`config.mk`:
```
export PLATFORM = sky130hd
export DESIGN_NAME = burst_col_seq
export DESIGN_NICKNAME = d
export VERILOG_FILES = /design/src/rtl/bcs_pkg.sv /design/src/rtl/bcs_datapath.sv /design/src/rtl/bcs_control.sv /design/src/rtl/burst_col_seq.sv
export SDC_FILE = /design/constraint.sdc
export NUM_CORES = 1
export LEC_CHECK = 0
export BUFFER_PORTS_ARGS = -buffer_cell sky130_fd_sc_hd__buf_2
export CORE_MARGIN = 8
export CORE_UTILIZATION = 60
export CTS_CLUSTER_DIAMETER = 120
export CTS_CLUSTER_SIZE = 28
export DETAILED_ROUTE_END_ITERATION = 8
export GPL_ROUTABILITY_DRIVEN = 0
export GPL_TIMING_DRIVEN = 0
export PLACE_DENSITY = 0.84
export SLEW_MARGIN = 20
export SYNTH_ARGS = -nofsm -noshare
export SYNTH_HDL_FRONTEND = slang
export SYNTH_SLANG_ARGS = --single-unit
```
`constraint.sdc`:
```
create_clock -name clk -period 4 [get_ports clk]
set_clock_uncertainty 0.1 [all_clocks]
set_input_delay 0.8 -clock clk [delete_from_list [all_inputs] [get_ports clk]]
set_output_delay 0.8 -clock clk [all_outputs]
set_load 0.03 [all_outputs]
```
`src/rtl/bcs_pkg.sv`:
```
package bcs_pkg;
  typedef struct packed {
    logic load;
    logic step;
  } seqStrobe_t;
endpackage

```
`src/rtl/bcs_datapath.sv`:
```
module bcs_datapath
  import bcs_pkg::*;
#(
  parameter int COL_W = 10,
  parameter int LEN_W = 3
) (
  input  logic             clk,
  input  logic             rstN,
  input  seqStrobe_t       strobe,
  input  logic [COL_W-1:0] startCol,
  input  logic [LEN_W-1:0] lenCode,
  input  logic             interleave,
  output logic [COL_W-1:0] colOut,
  output logic             lastBeat
);
  localparam int FULL_BIT = LEN_W - 1;
  localparam logic [COL_W-1:0] ONE = COL_W'(1);

  logic [COL_W-1:0] baseCol;
  logic [COL_W-1:0] beatIdx;
  logic [COL_W-1:0] lowMask;
  logic             ilvMode;
  logic             fullPage;
  logic [COL_W-1:0] lowBits;

  always_ff @(posedge clk or negedge rstN) begin
    if (!rstN) begin
      baseCol  <= '0;
      beatIdx  <= '0;
      lowMask  <= '0;
      ilvMode  <= 1'b0;
      fullPage <= 1'b0;
    end else if (strobe.load) begin
      baseCol  <= startCol;
      beatIdx  <= '0;
      fullPage <= lenCode[FULL_BIT];
      ilvMode  <= interleave & ~lenCode[FULL_BIT];
      if (lenCode[FULL_BIT]) lowMask <= '1;
      else lowMask <= (ONE << lenCode[FULL_BIT-1:0]) - ONE;
    end else if (strobe.step) begin
      beatIdx <= beatIdx + ONE;
    end
  end

  always_comb begin
    lowBits  = ilvMode ? (baseCol ^ beatIdx) : (baseCol + beatIdx);
    colOut   = (baseCol & ~lowMask) | (lowBits & lowMask);
    lastBeat = ~fullPage & (beatIdx == lowMask);
  end

  assert_first_col_R2: assert property (@(posedge clk) disable iff (!rstN)
    strobe.load |=> colOut == $past(startCol));

  assert_upper_fixed_R3: assert property (@(posedge clk) disable iff (!rstN)
    (strobe.step && !strobe.load && !fullPage) |=>
      (colOut & ~lowMask) == $past(colOut & ~lowMask));

  assert_full_inc_R5: assert property (@(posedge clk) disable iff (!rstN)
    (strobe.step && !strobe.load && fullPage) |=> colOut == $past(colOut) + ONE);

  assert_hold_col_R10: assert property (@(posedge clk) disable iff (!rstN)
    (!strobe.step && !strobe.load) |=> $stable(colOut));
endmodule

```
`src/rtl/bcs_control.sv`:
```
module bcs_control
  import bcs_pkg::*;
(
  input  logic       clk,
  input  logic       rstN,
  input  logic       startStb,
  input  logic       advance,
  input  logic       burstStop,
  input  logic       lastBeat,
  output seqStrobe_t strobe,
  output logic       beatValid,
  output logic       done
);
  logic active;
  logic endNow;

  always_comb begin
    endNow      = active & (burstStop | (advance & lastBeat));
    strobe.load = startStb;
    strobe.step = active & advance & ~lastBeat & ~burstStop & ~startStb;
    beatValid   = active;
    done        = active & (burstStop | lastBeat);
  end

  always_ff @(posedge clk or negedge rstN) begin
    if (!rstN) active <= 1'b0;
    else if (startStb) active <= 1'b1;
    else if (endNow) active <= 1'b0;
  end

  assert_start_valid_R9: assert property (@(posedge clk) disable iff (!rstN)
    startStb |=> beatValid);

  assert_last_ends_R7: assert property (@(posedge clk) disable iff (!rstN)
    (beatValid && advance && lastBeat && !startStb) |=> !beatValid);

  assert_stop_ends_R8: assert property (@(posedge clk) disable iff (!rstN)
    (beatValid && burstStop && !startStb) |=> !beatValid);

  assert_done_in_burst_R6: assert property (@(posedge clk) disable iff (!rstN)
    done |-> beatValid);

  assert_hold_valid_R10: assert property (@(posedge clk) disable iff (!rstN)
    (beatValid && !advance && !burstStop && !startStb) |=> beatValid);
endmodule

```
`src/rtl/burst_col_seq.sv`:
```
module burst_col_seq
  import bcs_pkg::*;
#(
  parameter int COL_W = 10,
  parameter int LEN_W = 3
) (
  input  logic             clk,
  input  logic             rstN,
  input  logic             startStb,
  input  logic [COL_W-1:0] startCol,
  input  logic [LEN_W-1:0] lenCode,
  input  logic             interleave,
  input  logic             advance,
  input  logic             burstStop,
  output logic [COL_W-1:0] colOut,
  output logic             beatValid,
  output logic             done
);
  seqStrobe_t strobe;
  logic       lastBeat;

  bcs_control uCtrl (
    .clk       (clk),
    .rstN      (rstN),
    .startStb  (startStb),
    .advance   (advance),
    .burstStop (burstStop),
    .lastBeat  (lastBeat),
    .strobe    (strobe),
    .beatValid (beatValid),
    .done      (done)
  );

  bcs_datapath #(.COL_W(COL_W), .LEN_W(LEN_W)) uPath (
    .clk        (clk),
    .rstN       (rstN),
    .strobe     (strobe),
    .startCol   (startCol),
    .lenCode    (lenCode),
    .interleave (interleave),
    .colOut     (colOut),
    .lastBeat   (lastBeat)
  );

  assert_reset_idle_R1: assert property (@(posedge clk) !rstN |=> !beatValid || $past(startStb));
endmodule

```
# Yosys cells after proc, flatten, opt, wreduce, memory -nomap -nowiden

Index checks and enable logic that the tools add are counted.

Add/subtract/negate cells: 3
Multiply operators: 0
Divide/modulo/power cells: 0
Order comparisons: 0
Equality and inequality tests: 1
Shift-type cells: 1
Muxes and demuxes: 6
Bitwise gates (word level): 21
Reduce and logical (&&, ||, !) cells: 2

Operators by type and width:

| kind                    | count |
|---|---|
| $mux W10                | 4 |
| $and A10 B10 Y10        | 2 |
| $add A10 B1 Y10 const B | 1 |
| $add A10 B10 Y10        | 1 |
| $eq A10 B10 Y1          | 1 |
| $not A10 Y10            | 1 |
| $or A10 B10 Y10         | 1 |
| $shl A1 B2 Y10 const A  | 1 |
| $sub A10 B1 Y10 const B | 1 |
| $xor A10 B10 Y10        | 1 |
| $and A1 B1 Y1           | 9 |
| $not A1 Y1              | 5 |
| $reduce_bool A2 Y1      | 2 |
| $mux W1                 | 2 |
| $or A1 B1 Y1            | 2 |

Bits in registers: 33
Latch bits: 0
Bits in writable memories: 0
Memory bits (read-only): 0
Input port bits: 19
Output and inout bits: 12
Word-level logic and storage cells: 40
Memories kept: 0

# Logic depth before layout (Yosys ltp)

Depth after elaboration: 8
Gate-level depth with buffers: 7
Depth with buffers taken out: 7

# Modules after synthesis

Synthesis repeated with hierarchy kept, for this count alone.

Cell total of the unflattened synthesis: 213
Area total of the unflattened synthesis: 1,941.9 µm²

Modules (own cells, without submodules):

| module       | times used | cells each | area each (µm²) | seq. area each (µm²) |
|---|---|---|---|---|
| bcs_datapath | 1          | 205        | 1,869.3         | 700.7 |
| bcs_control  | 1          | 8          | 72.6            | 25.0 |

# Worst setup path after synthesis

No wires, ideal clock.

Kind: register -> output
Start point: register uPath.beatIdx[0]
End point: output port colOut[8]
Arrival: 2,521 ps
Required time: 3,100 ps
Path slack: 579 ps
Cell stages (with the launch flop): 8
Path buffers: 0
Cells stage by stage: dfrtp_1 -> ha_1 -> fa_1 -> a211oi_1 -> o21bai_1 -> a2111oi_0 -> o31ai_1 -> a31oi_1

Longest elaborated chain between the ends: 4

RTL lines:

| element                | RTL line            | RTL |
|---|---|---|
| from (decl)            | bcs_datapath.sv:20  | `logic [COL_W-1:0] beatIdx;` |
| from (signal assigned) | bcs_datapath.sv:41  | `beatIdx <= beatIdx + ONE;` |
| $add A10 B10 Y10       | bcs_datapath.sv:46  | `lowBits = ilvMode ? (baseCol ^ beatIdx) : (baseCol + beatIdx);` |
| $mux W10               | bcs_datapath.sv:46  |  |
| $and A10 B10 Y10       | bcs_datapath.sv:47  | `colOut = (baseCol & ~lowMask) \| (lowBits & lowMask);` |
| $or A10 B10 Y10        | bcs_datapath.sv:47  |  |
| to (decl)              | burst_col_seq.sv:15 | `output logic [COL_W-1:0] colOut,` |

No other way between the ends.

# Final worst setup path

Ends and elaborated chain as after synthesis.

==> impl_metrics.ini <==
[outcome]
outcome = completed

[detailed_routing]
drtAntennaViolNets = 0
drtPass1Iterations = 4
initialDrtViolationCount = 124
drc_errors = 0
wl_um = 4331
vias = 1685
via_per_inst = 5.892
avgRoutedWirePerCell_um = 15.14

[logic_synthesis]
synth_area_leaders = dfrtp_1 (38%), ha_1 (6.6%), mux2_2 (6.0%)
synth_ff_type = dfrtp_1
syn_area_um2 = 1887
syn_nets = 236
synth_common_cells = dfrtp_1 (29), nor2_1 (21), a21oi_1 (18), o21ai_0 (17), nand2_1 (13)
synthDistinctLibCells = 41
synth-seq-cells = 29
yosysSeqAreaShare = 0.3846
yosysTopAreaCell = dfrtp_1
synth_edf_count = 0
synth.most_common_cell = dfrtp_1
netlist.area_leader.share = 0.3846
synth-async-reset-ratio = 1.000
synth_warnings = 0
avgSynthCellArea_um2 = 9.159
synthCells = 206

[clocking]
clk_latency_ns = 0.34
clk_pin_slew_worst_paths_ns = 0.10
cts_max_path_buffers = 2
cts_hold_buf = 0
htreeDepth = 2
cts_root_buf = clkbuf_4
cts_buffers = 5
clock_sinks = 29
cts_tree = done
post_cts_buffers = 0

[pwr]
total_leakage_power_nw = 0.9782
p_comb_frac = 0.245
p_seq_frac = 0.485
internal_power_mw = 0.4589
powerDensity_nw_per_um2 = 319.1
clkPwrFrac = 0.270
p_sw_mw = 0.2266
swShare = 0.3306
ir_worst_vdd_mv = 0.2175

[layout]
area_delta_synth_final_pct = 13.86
drive_gt1_frac = 0.2149
nFillCells = 255
multiInputGateArea_um2 = 1100
seqCellArea_um2 = 725.7
antenna_cells = 0
nets = 272

[place]
portBuffers = 29
hpwl_um = 3245

[sta]
max_freq_ghz = 0.2639
min_period_ns = 3.789
fin_tns_setup_ns = 0
max_slew_margin = 0.5729
finalHoldViolCount = 0
period_share = 0.9472
worstMarginPinSlew_ns = 0.6407
setup_viol = 0
whs_ns = 0.3731
slew_violations = 0
rsz0062_at_grt = no

[die]
num_rows = 20
initial_utilization = 0.6231
die_h_um = 72.08
core_um2 = 3028
pin_count = 31
dieArea_um2 = 5195
die_w_um = 72.08

[grt]
grt_pass1_vias = 1582
grt_start_max_net_pins = 30
groute.usage.overall = 0.1783
grt.overflow.total = 0
grt_pass1_wl_um = 7203
antenna_found_initial = 0

[critical_path]
crit_required_ns = 3.10
path_cells = ha_1, fa_1, a211oi_1, o21bai_1, a2111oi_2, o31ai_1, a31oi_1, buf_2
arrival_ns = 2.89
endpoint_kind = primary output
worst_path_max_delay_cell = dfrtp_1
path_class = reg2out
start_kind = flip-flop
crit_path_max_fanout = 5
slowest_delay_ns = 0.45

[job]
maxCapViolations = 0

[hold_path]
min_path_type = in2async
## cells by family after synthesis
group	Yosys count	synth area share
and+or+nand+nor	67	0.1830
buffers and inverters	16	0.03581
xor gates and xnor gates	11	0.05106
AOI/OAI and AO/OA	59	0.1930
DFF	29	0.3846
muxes	13	0.07560
adders and majority gates	11	0.07692
## registers in the layout, summed over array words and instances, names as in the netlist
register / cells
uPath.ilvMode: 1
uCtrl.beatValid: 1
uPath.baseCol: 10
uPath.beatIdx: 10
uPath.lowMask: 7
## worst max-delay path, delay by kind of cell (launching register included)
family          cells  cell delay, ns
compound gates      5            1.20
buf+inv             1            0.21
fa+ha+maj           2            0.69
flops               1            0.45
## final cells by class
| type | count | share of cell area |
|---|---|---|
| multi-input cells | 161 | 0.5119 |
| inverters | 8 | 0.01398 |
| repair buffers | 29 | 0.06756 |
| well taps | 44 | 0.02563 |
| plain buffers | 8 | 0.01747 |
| flip-flops and latches | 29 | 0.3378 |
| clock buffers | 7 | 0.02563 |
## final timing paths
| path | endpoint | start | slack, ns | cells after the start |
|---|---|---|---|---|
| setup / recovery | colOut[8] | uPath.beatIdx[0] | 0.21 | 8 |
| hold / removal | uPath.baseCol[4] | rstN | 0.37 | 1 |
| setup reg to reg | uCtrl.beatValid | uPath.lowMask[8] | 1.93 | 6 |
| hold reg to reg | uPath.baseCol[2] | uPath.baseCol[2] | 0.45 | 1 |
| max in group asynchronous | uPath.beatIdx[7] | rstN | 3.00 | 1 |
| min in group clk | uPath.baseCol[2] | uPath.baseCol[2] | 0.45 | 1 |
## per-layer routing
metal / part of all wire / vias to the layer above / track usage
li1: - / 827 / -
met1: 0.43 / 791 / 0.2124
met2: 0.47 / 56 / 0.2768
met3: 0.080 / 11 / 0.04821
met4: 0.021 / 0 / 0.1134
met5: 0 / - / 0
## power groups by stage
stage / Combinational (mW) / Sequential [mW] / Clock [mW]
2_1_floorplan: 0.118 / 0.333 / 0
3_3_place_gp: 0.164 / 0.338 / 0
3_5_place_dp: 0.167 / 0.338 / 0
4_1_cts: 0.168 / 0.332 / 0.185
5_1_grt: 0.184 / 0.336 / 0.200
6_report: 0.168 / 0.333 / 0.185
## layout by cell type, fill, tap and decap left out, types with 4 or more instances in the layout
master	count
a211oi_1	4
a21oi_1	18
a31oi_1	5
buf_2	29
clkbuf_1	7
clkbuf_4	5
dfrtp_1	29
ha_1	10
inv_1	8
mux2_2	10
nand2_1	13
nand3b_1	4
nand4_1	6
nor2_1	21
o21ai_0	17
or3_1	5
xnor2_1	4
xor2_1	7
## stage by stage
step	cell area (um2)	setup WS [ns]	instances	power [mW]	utilization
after floorplan	1887	0.5788	206	0.4515	-
after global placement	2087	0.5607	279	0.5015	0.6893
after detailed placement	2087	0.5012	279	0.5054	0.6893
after CTS	2142	0.09742	286	0.6857	0.7074
after global routing	2148	0.02951	286	0.7200	0.7095
final	2148	0.2113	286	0.6856	0.7095
## repair_timing
action | CTS | global route
gates resized for setup | 0 | 2
setup endpoints to repair | 0 | 1
endpoints found under the hold margin | 0 | 0
(Power assumes the default switching activity.)
